[src/rtl/nss_pkg.sv]
package nss_pkg;

  typedef enum logic [2:0] {
    S_IDLE  = 3'd0,
    S_CSET  = 3'd1,
    S_CLOW  = 3'd2,
    S_CHOLD = 3'd3,
    S_GAP   = 3'd4,
    S_RLOW  = 3'd5,
    S_DONE  = 3'd6
  } seq_st_t;

  localparam logic [7:0] CMD_READ_STATUS = 8'h70;

  localparam logic [1:0] OP_CMD_WR  = 2'd0;
  localparam logic [1:0] OP_SEC_WR  = 2'd1;
  localparam logic [1:0] OP_OTHER   = 2'd2;
  localparam logic [1:0] OP_STATUS  = 2'd3;

  localparam logic [1:0] A_CTRL  = 2'd0;
  localparam logic [1:0] A_STAT  = 2'd1;
  localparam logic [1:0] A_FLAGS = 2'd2;

  function automatic logic st_fail(input logic [7:0] b);
    return b[0];
  endfunction

  function automatic logic st_ready(input logic [7:0] b);
    return b[6];
  endfunction

  function automatic logic st_writable(input logic [7:0] b);
    return b[7];
  endfunction

  function automatic logic [7:0] flags_byte(input logic err, input logic [7:0] b);
    return {5'b0, st_ready(b), st_writable(b), err};
  endfunction

  function automatic int busy_cycles(input int pw, input int gap);
    return 3 + 2 * pw + gap;
  endfunction

endpackage

[src/rtl/nss_timer.sv]
module nss_timer #(
  parameter int CW = 2
) (
  input  logic          clk,
  input  logic          rst_n,
  input  logic          load,
  input  logic [CW-1:0] load_val,
  output logic          expired
);
  logic [CW-1:0] cnt_q;

  always_ff @(posedge clk or negedge rst_n) begin
    if (!rst_n)             cnt_q <= '0;
    else if (load)          cnt_q <= load_val;
    else if (cnt_q != '0)   cnt_q <= cnt_q - 1'b1;
  end

  assign expired = (cnt_q == '0);
endmodule

[src/rtl/nss_fsm.sv]
module nss_fsm
  import nss_pkg::*;
#(
  parameter int PULSE_W = 2,
  parameter int GAP_W   = 1,
  parameter int CW      = 2
) (
  input  logic          clk,
  input  logic          rst_n,
  input  logic          start,
  input  logic          start_eval,
  input  logic          tmr_exp,
  output logic          tmr_load,
  output logic [CW-1:0] tmr_val,
  output logic          cap_en,
  output logic          cap_eval,
  output logic          busy,
  output logic          done,
  output logic          nand_cle,
  output logic          nand_we_n,
  output logic          nand_re_n,
  output logic          nand_io_oe,
  output logic [7:0]    nand_io_out
);
  seq_st_t st_q, st_d;
  logic    eval_q;
  logic    cmd_phase;

  always_comb begin
    st_d     = st_q;
    tmr_load = 1'b0;
    tmr_val  = '0;
    case (st_q)
      S_IDLE:  if (start) st_d = S_CSET;
      S_CSET:  begin
        st_d     = S_CLOW;
        tmr_load = 1'b1;
        tmr_val  = CW'(PULSE_W - 1);
      end
      S_CLOW:  if (tmr_exp) st_d = S_CHOLD;
      S_CHOLD: begin
        st_d     = S_GAP;
        tmr_load = 1'b1;
        tmr_val  = CW'(GAP_W - 1);
      end
      S_GAP:   if (tmr_exp) begin
        st_d     = S_RLOW;
        tmr_load = 1'b1;
        tmr_val  = CW'(PULSE_W - 1);
      end
      S_RLOW:  if (tmr_exp) st_d = S_DONE;
      S_DONE:  st_d = S_IDLE;
      default: st_d = S_IDLE;
    endcase
  end

  always_ff @(posedge clk or negedge rst_n) begin
    if (!rst_n) begin
      st_q   <= S_IDLE;
      eval_q <= 1'b0;
    end else begin
      st_q <= st_d;
      if (st_q == S_IDLE && start) eval_q <= start_eval;
    end
  end

  assign cmd_phase   = (st_q == S_CSET) || (st_q == S_CLOW) || (st_q == S_CHOLD);
  assign nand_cle    = cmd_phase;
  assign nand_io_oe  = cmd_phase;
  assign nand_io_out = cmd_phase ? CMD_READ_STATUS : 8'h00;
  assign nand_we_n   = (st_q != S_CLOW);
  assign nand_re_n   = (st_q != S_RLOW);
  assign cap_en      = (st_q == S_RLOW) && tmr_exp;
  assign cap_eval    = eval_q;
  assign busy        = (st_q != S_IDLE);
  assign done        = (st_q == S_DONE);

  // the write strobe rises with the command byte still latched
  assert_cmd_on_we_rise_R3: assert property (@(posedge clk) disable iff (!rst_n)
    $rose(nand_we_n) |-> (nand_cle && nand_io_oe && nand_io_out == CMD_READ_STATUS));

  // reading never overlaps command drive or the write strobe
  assert_read_bus_free_R4: assert property (@(posedge clk) disable iff (!rst_n)
    !nand_re_n |-> (!nand_cle && !nand_io_oe && nand_we_n));

  // done is a single-cycle pulse
  assert_done_pulse_R9: assert property (@(posedge clk) disable iff (!rst_n)
    done |=> !done);

  // an accepted start always leads into a busy sequence
  assert_start_busy_R2: assert property (@(posedge clk) disable iff (!rst_n)
    (start && !busy) |=> busy);
endmodule

[src/rtl/nss_regs.sv]
module nss_regs
  import nss_pkg::*;
(
  input  logic       clk,
  input  logic       rst_n,
  input  logic       reg_we,
  input  logic [1:0] reg_addr,
  input  logic [7:0] reg_wdata,
  output logic [7:0] reg_rdata,
  input  logic       cap_en,
  input  logic       cap_eval,
  input  logic [7:0] cap_byte,
  output logic       stat_en,
  output logic       irq_en,
  output logic       err,
  output logic       err_set,
  output logic       err_clr
);
  logic [7:0] stat_q;

  assign err_set = cap_en && cap_eval && st_fail(cap_byte);
  assign err_clr = reg_we && (reg_addr == A_FLAGS) && reg_wdata[0];

  always_ff @(posedge clk or negedge rst_n) begin
    if (!rst_n) begin
      stat_en <= 1'b0;
      irq_en  <= 1'b0;
      stat_q  <= 8'h00;
      err     <= 1'b0;
    end else begin
      if (reg_we && reg_addr == A_CTRL) begin
        stat_en <= reg_wdata[0];
        irq_en  <= reg_wdata[1];
      end
      if (cap_en) stat_q <= cap_byte;
      if (err_set)      err <= 1'b1;
      else if (err_clr) err <= 1'b0;
    end
  end

  always_comb begin
    case (reg_addr)
      A_CTRL:  reg_rdata = {6'b0, irq_en, stat_en};
      A_STAT:  reg_rdata = stat_q;
      A_FLAGS: reg_rdata = flags_byte(err, stat_q);
      default: reg_rdata = 8'h00;
    endcase
  end

  // the flag holds unless software clears it
  assert_err_sticky_R7: assert property (@(posedge clk) disable iff (!rst_n)
    (err && !err_clr) |=> err);

  // the flag only rises from a write-triggered capture
  assert_err_cause_R6: assert property (@(posedge clk) disable iff (!rst_n)
    $rose(err) |-> $past(cap_en && cap_eval));
endmodule

[src/rtl/nand_stat_seq.sv]
module nand_stat_seq
  import nss_pkg::*;
#(
  parameter int PULSE_W = 2,
  parameter int GAP_W   = 1
) (
  input  logic       clk,
  input  logic       rst_n,
  input  logic       reg_we,
  input  logic [1:0] reg_addr,
  input  logic [7:0] reg_wdata,
  output logic [7:0] reg_rdata,
  input  logic       op_valid,
  input  logic [1:0] op_kind,
  output logic       op_ready,
  output logic       busy,
  output logic       done,
  output logic       irq,
  output logic [7:0] nand_io_out,
  output logic       nand_io_oe,
  input  logic [7:0] nand_io_in,
  output logic       nand_cle,
  output logic       nand_we_n,
  output logic       nand_re_n
);
  localparam int MAXW = (PULSE_W > GAP_W) ? PULSE_W : GAP_W;
  localparam int CW   = $clog2(MAXW + 1);

  logic          start, start_eval;
  logic          stat_en, irq_en, err, err_set, err_clr;
  logic          tmr_load, tmr_exp;
  logic [CW-1:0] tmr_val;
  logic          cap_en, cap_eval;

  assign start      = op_valid && !busy &&
                      ((op_kind == OP_STATUS) || (!op_kind[1] && stat_en));
  assign start_eval = !op_kind[1];
  assign op_ready   = !busy;
  assign irq        = err && irq_en;

  nss_timer #(.CW(CW)) u_tmr (
    .clk(clk), .rst_n(rst_n), .load(tmr_load), .load_val(tmr_val), .expired(tmr_exp)
  );

  nss_fsm #(.PULSE_W(PULSE_W), .GAP_W(GAP_W), .CW(CW)) u_fsm (
    .clk(clk), .rst_n(rst_n), .start(start), .start_eval(start_eval),
    .tmr_exp(tmr_exp), .tmr_load(tmr_load), .tmr_val(tmr_val),
    .cap_en(cap_en), .cap_eval(cap_eval), .busy(busy), .done(done),
    .nand_cle(nand_cle), .nand_we_n(nand_we_n), .nand_re_n(nand_re_n),
    .nand_io_oe(nand_io_oe), .nand_io_out(nand_io_out)
  );

  nss_regs u_regs (
    .clk(clk), .rst_n(rst_n), .reg_we(reg_we), .reg_addr(reg_addr),
    .reg_wdata(reg_wdata), .reg_rdata(reg_rdata), .cap_en(cap_en),
    .cap_eval(cap_eval), .cap_byte(nand_io_in), .stat_en(stat_en),
    .irq_en(irq_en), .err(err), .err_set(err_set), .err_clr(err_clr)
  );

  // an interrupt implies a pending error
  assert_irq_needs_err_R8: assert property (@(posedge clk) disable iff (!rst_n)
    irq |-> err);

  // captures only happen inside a busy sequence
  assert_cap_in_busy_R9: assert property (@(posedge clk) disable iff (!rst_n)
    cap_en |-> (busy && !done));
endmodule

[config.mk]
export PLATFORM = sky130hd
export DESIGN_NAME = nand_stat_seq
export DESIGN_NICKNAME = d
export VERILOG_FILES = /design/src/rtl/nss_pkg.sv /design/src/rtl/nss_timer.sv /design/src/rtl/nss_fsm.sv /design/src/rtl/nss_regs.sv /design/src/rtl/nand_stat_seq.sv
export SDC_FILE = /design/constraint.sdc
export NUM_CORES = 1
export LEC_CHECK = 0
export BUFFER_PORTS_ARGS = -buffer_cell sky130_fd_sc_hd__buf_4
export CAP_MARGIN = 20
export CELL_PAD_IN_SITES_DETAIL_PLACEMENT = 1
export CELL_PAD_IN_SITES_GLOBAL_PLACEMENT = 2
export CORE_MARGIN = 5
export CORE_UTILIZATION = 27
export DETAILED_ROUTE_END_ITERATION = 8
export MAX_ROUTING_LAYER = met4
export PLACE_DENSITY = 0.85
export SLEW_MARGIN = 15
export SYNTH_ARGS = -nofsm -noshare
export SYNTH_HDL_FRONTEND = slang
export SYNTH_HIERARCHICAL = 1
export SYNTH_SLANG_ARGS = --single-unit
[constraint.sdc]
create_clock -name clk -period 2.5 [get_ports clk]
set_clock_uncertainty 0.05 [all_clocks]
set_input_delay 0.125 -clock clk [delete_from_list [all_inputs] [get_ports clk]]
set_output_delay 0.125 -clock clk [all_outputs]
set_load 0.02 [all_outputs]
==> results of run 1 <==
state kept, by name, summed over array words and instances (netlist names):
register	cells
u_tmr/cnt_q	2
u_regs/stat_q	8
u_fsm/st_q	3
u_regs/err	1
u_regs/stat_en	1
u_fsm/cap_eval	1
u_regs/irq_en	1
cells in the final DEF (no fill, tap or decap), types with 2 or more instances in the layout:
cell type   n
and2_1      7
and3_1      2
buf_4      38
clkbuf_8    3
conb_1      6
dfrtp_1    17
inv_1       6
mux2_1      3
mux2_2      8
mux2i_1     2
nand2_1     3
nand3b_1    2
nor2_1      3
o21ai_0     3
o2bb2ai_1   3
or3_1       2
xnor2_1     2
metrics by stage:
stage | power, mW | hold slack, ns | cell area, sq um
after floorplan | 0.9207 | -0.2206 | 1074
after global routing | 1.395 | 0.06027 | 1363
after global placement | 1.074 | -0.05297 | 1308
after CTS | 1.315 | 0.04876 | 1363
final | 1.289 | 0.05402 | 1363
after detailed placement | 1.109 | -0.04280 | 1308
routing by layer:
layer / global-route usage, % / part of all wire (%) / up-vias
li1: - / - / 384
met1: 11.87 / 41 / 366
met2: 16.99 / 50 / 31
met3: 2.355 / 8.7 / 0
met4: 3.074 / 0 / 0
met5: - / 0 / -
critical path: stages (launching register included):
cell and delay, ns:
dfrtp_1 0.48, or3_1 0.37, inv_1 0.08, and3_1 0.14
or4b_4 0.47, mux2_4 0.31
kinds of logic (layout without fill, tap and decap cells):
family,count (synthesis),count (layout),share of synthesized area (%)
xor gates and xnor gates,3,3,2.492
and+or+nand+nor,31,31,21.23
buffers and inverters,21,49,12.69
muxes,14,14,15.07
other,1,6,0.3555
adders and majority gates,1,1,1.186
AOI/OAI and AO/OA,10,10,6.643
DFF,17,17,40.33
layout make-up:
| class | count | area (sq um) |
|---|---|---|
| tap | 48 | 60.06 |
| sequential | 17 | 425.4 |
| inverter | 6 | 22.52 |
| clock buffer | 4 | 45.04 |
| timing repair buffer | 39 | 295.3 |
| multi-input combinational | 65 | 514.2 |
| fill | 429 | 2354 |
power groups by stage:
stage / Combinational (mW) / Sequential [mW] / Clock (mW)
2_1_floorplan: 0.536 / 0.385 / 0
3_3_place_gp: 0.669 / 0.405 / 0
3_5_place_dp: 0.698 / 0.411 / 0
4_1_cts: 0.702 / 0.405 / 0.207
5_1_grt: 0.762 / 0.415 / 0.219
6_report: 0.689 / 0.403 / 0.197
worst max path at each step:
stage                     endpoint  slack, ns  depth (start not counted)
floorplan           u_fsm/cap_eval       0.15                          6
global placement    u_fsm/cap_eval       0.53                          5
detailed placement  u_fsm/cap_eval       0.50                          5
CTS                 u_fsm/cap_eval       0.48                          5
global route        u_fsm/cap_eval       0.42                          5
finish              u_fsm/cap_eval       0.49                          5
==> summary.md, run 1 <==
| Metric | Value |
|---|---|
| Die H | `72.50 um` |
| Startpoint types | `flip-flop` |
| Critical Path Fanout Max | `10` |
| Net switching power | `0.5071 mW` |
| Hpwl dp | `1982 um` |
| CP Launch Point | `u_fsm/st_q[1]` |
| Maximum clock frequency | `497.2 MHz` |
| GRT Util Overall | `10.07%` |
| Post-CTS setup repair buffer count | `0` |
| Cts hold-fix bufs | `1` |
| Nets | `157` |
| Worst r2r src | `u_fsm/st_q[1]` |
| End of the worst hold path | `u_regs/irq_en` |
| Crit Path Category | `reg -> reg` |
| H-tree depth | `1` |
| Max rail drop VDD | `0.4958 mV` |
| CTS tree | `built` |
| Logic pwr share | `53.4%` |
| Minimum clock period | `2.011 ns` |
| CTS max path bufs | `2` |
| Hold Fails Final Rpt | `0` |
| Area Growth Syn to Fin | `29.18%` |
| Pwr dens | `945.9 nW/um^2` |
| Setup violators final | `0` |
| R2R depth | `5` |
| Ant. Diodes | `0` |
| Mapped Area | `1055 sq um` |
| Initial antenna violation count | `0` |
| Clk slew on worst S/H paths | `0.06 ns` |
| Min-Delay Path Depth | `2` |
| DIE AREA | `5256 sq um` |
| Unique masters post-synth | `38` |
| WL per Instance | `13.49 um` |
| Total CTS buffers | `3` |
| Layout cell share with drive strength beyond 1 | `41.98%` |
| Most numerous cell in the Yosys netlist | `dfrtp_1` |
| Power share of the clock group | `15.3%` |
| Worst path arrival time | `2.09 ns` |
| Status | `completed` |
| CP required | `2.58 ns` |
| Yosys top cell area share | `40.33%` |
| Worst R2R Setup Slack | `0.49 ns` |
| Via count of the first global-routing pass | `870` |
| Port bufs | `36` |
| RD Place Congestion | `0.7853` |
| FFs w/ async S/R, synth | `100.0%` |
| Cells resized by post-CTS repair | `0` |
| Final WL | `2415 um` |
| Synth area leader | `dfrtp_1` |
| Synth Register Bits | `17` |
| First-pass GRT wire length | `4112 um` |
| Clock sink total | `17` |
| Internal power | `0.7817 mW` |
| Sw frac | `39.35%` |
| Number of flops mapped to enable cells by yosys | `0` |
| Initial DRC Count | `26` |
| Crit. End Element | `flip-flop` |
| Total core area | `3716 sq um` |
| Seq/Total Area, Yosys | `40.33%` |
| Clock latency on the worst-skew pair | `0.24 ns` |
| Max cap viols | `0` |
| Vias per cell | `4.363` |
| RSZ-0062 raised after global routing | `no` |
| Row Count | `22` |
| Synth Instances | `98` |
| Top FF cell, synth | `dfrtp_1` |
| Crit share post-route | `80.45%` |
| Total global routing overflow | `0` |
| Avg Inst Size Synth | `10.76 sq um` |
| Max Slew Vio Count | `0` |
| Largest net degree at the start of global routing | `18` |
| Top cells by area, synth | `dfrtp_1 (40%), mux2_2 (8.5%), buf_4 (7.1%)` |
| Capturing point of the worst reg2reg path | `u_fsm/cap_eval` |
| Die Width | `72.50 um` |
| Hold WC Path Type | `in -> reg` |
| Top Ports | `48` |
| DR vias | `781` |
| Root Driver | `clkbuf_8` |
| Final WS setup | `0.4889 ns` |
| Top cells by count, synth | `dfrtp_1 (17), buf_4 (10), mux2_2 (8)` |
| 1st-pass router iterations | `4` |
| Placement Setup Slack | `0.5004 ns` |
| Final setup TNS | `0 ns` |
| Pleak | `0.6774 nW` |
| Initial Utilization | `28.38%` |
| Cells after DPL | `174` |
| Synth Warn # | `6` |
| Non-filler cells, final | `179` |
| Layout Utilization | `36.67%` |
| Sequential share of power | `31.3%` |
| DRT antenna net count | `0` |
| Hold path startpoint | `reg_wdata[1]` |
| Residual DRC count | `0` |
Power figures use the tool's default switching activity.
==> run 2: changes to the inputs <==
==> constraint.sdc (replaced) <==
create_clock -name clk -period 1.96 [get_ports clk]
set_clock_uncertainty 0.05 [all_clocks]
set_input_delay 0.098 -clock clk [delete_from_list [all_inputs] [get_ports clk]]
set_output_delay 0.098 -clock clk [all_outputs]
set_load 0.02 [all_outputs]
==> summary.md, run 2 (synthesis results as in run 1) <==
| Metric | Value |
|---|---|
| Worst R2R Setup Slack | `0.05 ns (-0.44 ns)` |
| Max cap viols | `0 (unchanged)` |
| Layout Utilization | `37.27% (+0.61 points)` |
| Total core area | `3716 sq um (unchanged)` |
| Worst r2r src | `u_fsm/st_q[1]` |
| Nets | `159 (+1.3%)` |
| Top Ports | `48 (unchanged)` |
| Layout cell share with drive strength beyond 1 | `44.36% (+2.4 points)` |
| Minimum clock period | `1.909 ns (-0.1024 ns)` |
| Top reg by flops | `u_regs/stat_q` |
| CTS max path bufs | `2 (unchanged)` |
| Total CTS buffers | `3 (unchanged)` |
| WL per Instance | `12.73 um (-5.6%)` |
| Critical Path, Cell by Cell | `or3_4 > inv_4 > and3_1 > or4b_4 > mux2_4` |
| Max rail drop VDD | `0.4806 mV (-3.1%)` |
| Critical Path Fanout Max | `2 (-8)` |
| Initial antenna violation count | `0 (unchanged)` |
| Final WS setup | `0.05129 ns (-0.4376 ns)` |
| Maximum clock frequency | `523.9 MHz (+5.4%)` |
| Post-CTS setup repair buffer count | `0 (unchanged)` |
| Initial Utilization | `28.38% (unchanged)` |
| Capturing point of the worst reg2reg path | `u_fsm/cap_eval` |
| Top Metal Used | `met4` |
| Hold Fails Final Rpt | `0 (unchanged)` |
| CP Launch Point | `u_fsm/st_q[1]` |
| GRT Util Overall | `9.631% (-0.43 points)` |
| Crit Path Category | `reg -> reg` |
| Final non-filler cell area | `1385 sq um (+1.7%)` |
| Met3 wire len | `181 um (-14%)` |
| Root Driver | `clkbuf_8` |
| Hold WC Path Type | `in -> reg` |
| Setup violators final | `0 (unchanged)` |
| H-tree depth | `1 (unchanged)` |
| Placed inst area | `1330 sq um (+1.7%)` |
| DR vias | `798 (+2.2%)` |
| Initial DRC Count | `12 (-54%)` |
| Largest net degree at the start of global routing | `18 (unchanged)` |
| RSZ-0062 raised after global routing | `no` |
| Status | `completed` |
| Pleak | `0.6865 nW (+1.3%)` |
| Pwr dens | `1227 nW/um^2 (+30%)` |
| Row Count | `22 (unchanged)` |
| Die Width | `72.50 um (unchanged)` |
| CTS tree | `built` |
| WL met2 | `1101 um (-8.6%)` |
| 1st-pass router iterations | `4 (unchanged)` |
| Clock sink total | `17 (unchanged)` |
| Residual DRC count | `0 (unchanged)` |
| Total global routing overflow | `0 (unchanged)` |
| Startpoint types | `flip-flop` |
| Max Slew Vio Count | `0 (unchanged)` |
| Via count of the first global-routing pass | `872 (+0.23%)` |
| Filler cell count in the final layout | `442 (+3.0%)` |
| R2R depth | `5 (unchanged)` |
| Max FFs per register | `8 (unchanged)` |
| Die H | `72.50 um (unchanged)` |
| Area Growth Syn to Fin | `31.32%` |
| Crit share post-route | `97.38% (+17 points)` |
| Placement Setup Slack | `0.05425 ns (-0.4461 ns)` |
| Hpwl dp | `1908 um (-3.7%)` |
| Port bufs | `36 (unchanged)` |
| Crit. End Element | `flip-flop` |
| Final WL | `2305 um (-4.6%)` |
| Slowest-stage cell, CP | `or4b_4` |
| DRT antenna net count | `0 (unchanged)` |
| Worst path arrival time | `1.99 ns (-0.10 ns)` |
| Most frequent cells in the layout | `buf_4 (40), dfrtp_1 (17), mux2_2 (8)` |
| First-pass GRT wire length | `3912 um (-4.9%)` |
| Vias per cell | `4.409 (+1.0%)` |
| Clk slew on worst S/H paths | `0.06 ns (about the same)` |
| Wire length on met1 | `1006 um (+0.90%)` |
| RD Place Congestion | `0.7840 (-0.17%)` |
| Clock latency on the worst-skew pair | `0.25 ns (about the same)` |
| Worst Setup EP | `u_fsm/cap_eval` |
| Ant. Diodes | `0 (unchanged)` |
| CP required | `2.04 ns (-0.54 ns)` |
| Leading cell type in the layout, fill and taps excluded | `buf_4` |
| Peak per-stage delay on the critical path | `0.47 ns (about the same)` |
| DIE AREA | `5256 sq um (unchanged)` |
| Leading registers by flop count | `u_regs/stat_q x8, u_fsm/st_q x3, u_tmr/cnt_q x2` |
[run 2: changes by cell type in the layout (fill, tap and decap cells not counted)]
cell	previous run	this run
buf_4	38	40
or3_1	2	1
or3_4	0	1
inv_1	6	5
inv_4	0	1
[run 2: layout make-up]
cell class / count / area [sq um] / area share, %
flip-flops and latches: 17 / 425.4 / 30.71
clock buffers: 4 / 45.04 / 3.252
inverters: 6 / 25.02 / 1.807
well taps: 48 / 60.06 / 4.336
multi-input cells: 65 / 519.2 / 37.49
repair buffers: 41 / 310.3 / 22.40
[run 2: worst max-delay path: cells and delay by family, from the launching register on]
family | cells | cell delay [ns]
AND/OR/NAND/NOR | 3 | 1.01
flip-flops | 1 | 0.38
multiplexers | 1 | 0.31
buffers and inverters | 1 | 0.06
[run 2: metal layers]
layer / track usage (%) / vias to the layer above
met5: - / -
li1: - / 389
met1: 11.64 / 378
met3: 2.909 / 2
met2: 15.07 / 29
met4: 3.689 / 0
[run 2: metrics by stage]
stage	total power [mW]	TNS, ns	hold slack [ns]	cells
after floorplan	1.211	-0.1520	-0.2476	103
after global placement	1.432	0	-0.07870	176
after detailed placement	1.472	0	-0.07220	176
after CTS	1.737	0	0.01152	181
after global routing	1.832	0	0.007776	181
final	1.699	0	0.01626	181
[run 2: worst min-delay path by stage]
| stage | startpoint | endpoint | slack (ns) | depth (start not counted) |
|---|---|---|---|---|
| floorplan | rst_n | u_fsm/cap_eval | -0.25 | 0 |
| global placement | rst_n | u_regs/irq_en | -0.08 | 1 |
| detailed placement | rst_n | u_regs/stat_en | -0.07 | 1 |
| CTS | reg_wdata[1] | u_regs/irq_en | 0.01 | 2 |
| global route | reg_wdata[1] | u_regs/irq_en | 0.008 | 2 |
| finish | reg_wdata[1] | u_regs/irq_en | 0.02 | 2 |
[run 2: repair_timing]
| item | 4_1_cts | 5_1_grt |
|---|---|---|
| hold buffers | 1 | 0 |
| endpoints found under the hold margin | 17 | 0 |
| resized for setup | 0 | 0 |
[run 2: power breakdown]
part	leakage (nW)	internal, mW	switching (mW)
Sequential	0.221	0.446	0.0503
Clock	0.0228	0.144	0.111
Combinational	0.443	0.447	0.501
Total	0.686	1.04	0.662
==> run 3: changes to the inputs <==
--- a/config.mk
+++ b/config.mk
@@ -5,15 +5,15 @@
 export SDC_FILE = /design/constraint.sdc
 export NUM_CORES = 1
 export LEC_CHECK = 0
-export BUFFER_PORTS_ARGS = -buffer_cell sky130_fd_sc_hd__buf_4
 export CAP_MARGIN = 20
 export CELL_PAD_IN_SITES_DETAIL_PLACEMENT = 1
 export CELL_PAD_IN_SITES_GLOBAL_PLACEMENT = 2
 export CORE_MARGIN = 5
-export CORE_UTILIZATION = 27
+export CORE_UTILIZATION = 36
 export DETAILED_ROUTE_END_ITERATION = 8
+export DONT_BUFFER_PORTS = 1
 export MAX_ROUTING_LAYER = met4
-export PLACE_DENSITY = 0.85
+export PLACE_DENSITY = 0.84
 export SLEW_MARGIN = 15
 export SYNTH_ARGS = -nofsm -noshare
 export SYNTH_HDL_FRONTEND = slang
==> summary.md, run 3 (synthesis results as in run 1) <==
| Metric | Value |
|---|---|
| Status | `completed` |
| Nets | `141 (-11%)` |
| Layout cell share with drive strength beyond 1 | `25.22% (-19 points)` |
| Filler cell count in the final layout | `301 (-32%)` |
| Minimum clock period | `1.922 ns (+0.01360 ns)` |
| 1st-pass router iterations | `3 (-1)` |
| Relative slew slack | `48.93%` |
| End of the worst hold path | `u_regs/err` |
| Final WL | `2241 um (-2.8%)` |
| R2R depth | `5 (unchanged)` |
| Crit. End Element | `flip-flop` |
| Worst R2R Setup Slack | `0.04 ns (about the same)` |
| Worst r2r src | `u_fsm/st_q[1]` |
| Power Total | `1.516 mW (-11%)` |
| Hpwl dp | `1606 um (-16%)` |
| Setup violators final | `0 (unchanged)` |
| Clock latency on the worst-skew pair | `0.28 ns (+0.03 ns)` |
| H-tree depth | `1 (unchanged)` |
| Total CTS buffers | `3 (unchanged)` |
| Final setup TNS | `0 ns (unchanged)` |
| Capturing point of the worst reg2reg path | `u_fsm/cap_eval` |
| DIE AREA | `4113 sq um (-22%)` |
| Most frequent cells in the layout | `dfrtp_1 (17), dlygate4sd3_1 (14), buf_4 (9)` |
| Multi-input logic area | `521.8 sq um (+0.48%)` |
| Crit share post-route | `98.08% (+0.69 points)` |
| Min-Delay Path Depth | `2 (unchanged)` |
| Total global routing overflow | `0 (unchanged)` |
| Die H | `64.13 um (-12%)` |
| Final non-filler cell area | `1245 sq um (-10%)` |
| Row Count | `19 (-14%)` |
| DR vias | `722 (-9.5%)` |
| Leading cell type in the layout, fill and taps excluded | `dfrtp_1` |
| Clk slew on worst S/H paths | `0.09 ns (+0.03 ns)` |
| Flip-flop and latch area | `425.4 sq um (unchanged)` |
| Vias per cell | `4.945 (+12%)` |
| Die Width | `64.13 um (-12%)` |
| Total core area | `2781 sq um (-25%)` |
| Pleak | `0.5802 nW (-15%)` |
| Fin Hold WS | `0.02829 ns (+0.01203 ns)` |
| Leading registers by flop count | `u_regs/stat_q x8, u_fsm/st_q x3, u_tmr/cnt_q x2` |
| Startpoint types | `flip-flop` |
| Area Growth Syn to Fin | `18.03%` |
| Max Slew Vio Count | `0 (unchanged)` |
| Cells resized by post-CTS repair | `0 (unchanged)` |
| WL per Instance | `15.35 um (+21%)` |
| DRT antenna net count | `0 (unchanged)` |
| Port bufs | `0 (-100%)` |
| Hold Fails Final Rpt | `0 (unchanged)` |
| Ant. Diodes | `0 (unchanged)` |
| Placed inst area | `1071 sq um (-19%)` |
| Max cap viols | `0 (unchanged)` |
| Top reg by flops | `u_regs/stat_q` |
| Initial DRC Count | `9 (-3)` |
| Top Ports | `48 (unchanged)` |
| Initial Utilization | `37.92% (+9.5 points)` |
| Worst path arrival time | `2.05 ns (+0.06 ns)` |
| Crit Path Category | `reg -> reg` |
| Root Driver | `clkbuf_4` |
| CTS tree | `built` |
| Max rail drop VDD | `0.8749 mV (+82%)` |
| CTS max path bufs | `2 (unchanged)` |
| RD Place Congestion | `0.6351 (-19%)` |
| Max FFs per register | `8 (unchanged)` |
| Initial antenna violation count | `0 (unchanged)` |
| Largest net degree at the start of global routing | `18 (unchanged)` |
| Slew @ Worst Pin | `0.7636 ns` |
| GRT Util Overall | `11.37% (+1.7 points)` |
| Hold path startpoint | `nand_io_in[0]` |
| Via count of the first global-routing pass | `788 (-9.6%)` |
| Residual DRC count | `0 (unchanged)` |
| Maximum clock frequency | `520.2 MHz (-0.71%)` |
| CP required | `2.08 ns (+0.04 ns)` |
| Hold WC Path Type | `in -> reg` |
| First-pass GRT wire length | `3670 um (-6.2%)` |
| Pwr dens | `1217 nW/um^2 (-0.75%)` |
| Critical Path Fanout Max | `2 (unchanged)` |
| Clock sink total | `17 (unchanged)` |
run 3: critical path: stages, from the launching register on:
cell and delay (ns):
dfrtp_1 0.39, or3_4 0.41, inv_4 0.06, and3_1 0.13
or4b_4 0.47, mux2_4 0.31
run 3: power by group:
group          internal, mW  total, mW  switching, mW
logic                 0.360      0.838          0.478
registers             0.445      0.496         0.0516
clock network        0.0789      0.182          0.103
total                 0.883       1.52          0.632
run 3: how the worst max path moves through the flow:
stage,cells after the start,end,start
3_5_place_dp,5,u_fsm/cap_eval,u_fsm/st_q[1]
5_1_grt,5,u_fsm/cap_eval,u_fsm/st_q[1]
4_1_cts,5,u_fsm/cap_eval,u_fsm/st_q[0]
2_1_floorplan,6,u_fsm/cap_eval,u_fsm/st_q[0]
6_report,5,u_fsm/cap_eval,u_fsm/st_q[1]
3_3_place_gp,5,u_fsm/cap_eval,u_fsm/st_q[1]
run 3: area by class of cell:
type / count / area share, %
inverter: 6 / 2.010
timing repair buffer: 23 / 16.68
tap: 31 / 3.116
multi-input combinational: 65 / 41.91
clock buffer: 4 / 2.111
sequential: 17 / 34.17
run 3: repair_timing:
action | 4_1_cts | 5_1_grt
buffers inserted | 0 | 1
hold buffers | 14 | 0
endpoints found under the hold margin | 28 | 0
endpoints found under the setup margin | 0 | 1
run 3: metrics by stage:
step	instances	utilization (%)	setup slack, ns
final	146	44.76	0.03770
after global routing	146	44.76	-0.01353
after floorplan	103	-	-0.1520
after CTS	145	44.49	0.03105
after global placement	127	38.51	0.07973
after detailed placement	127	38.51	0.05251
run 3: metal layers:
| metal | vias to the layer above | global-route usage [%] | routed length [um] |
|---|---|---|---|
| met4 | 0 | 5.598 | 29 |
| li1 | 353 | - | - |
| met5 | - | - | 0 |
| met2 | 20 | 18.22 | 1136 |
| met1 | 347 | 13.88 | 943 |
| met3 | 2 | 1.751 | 132 |
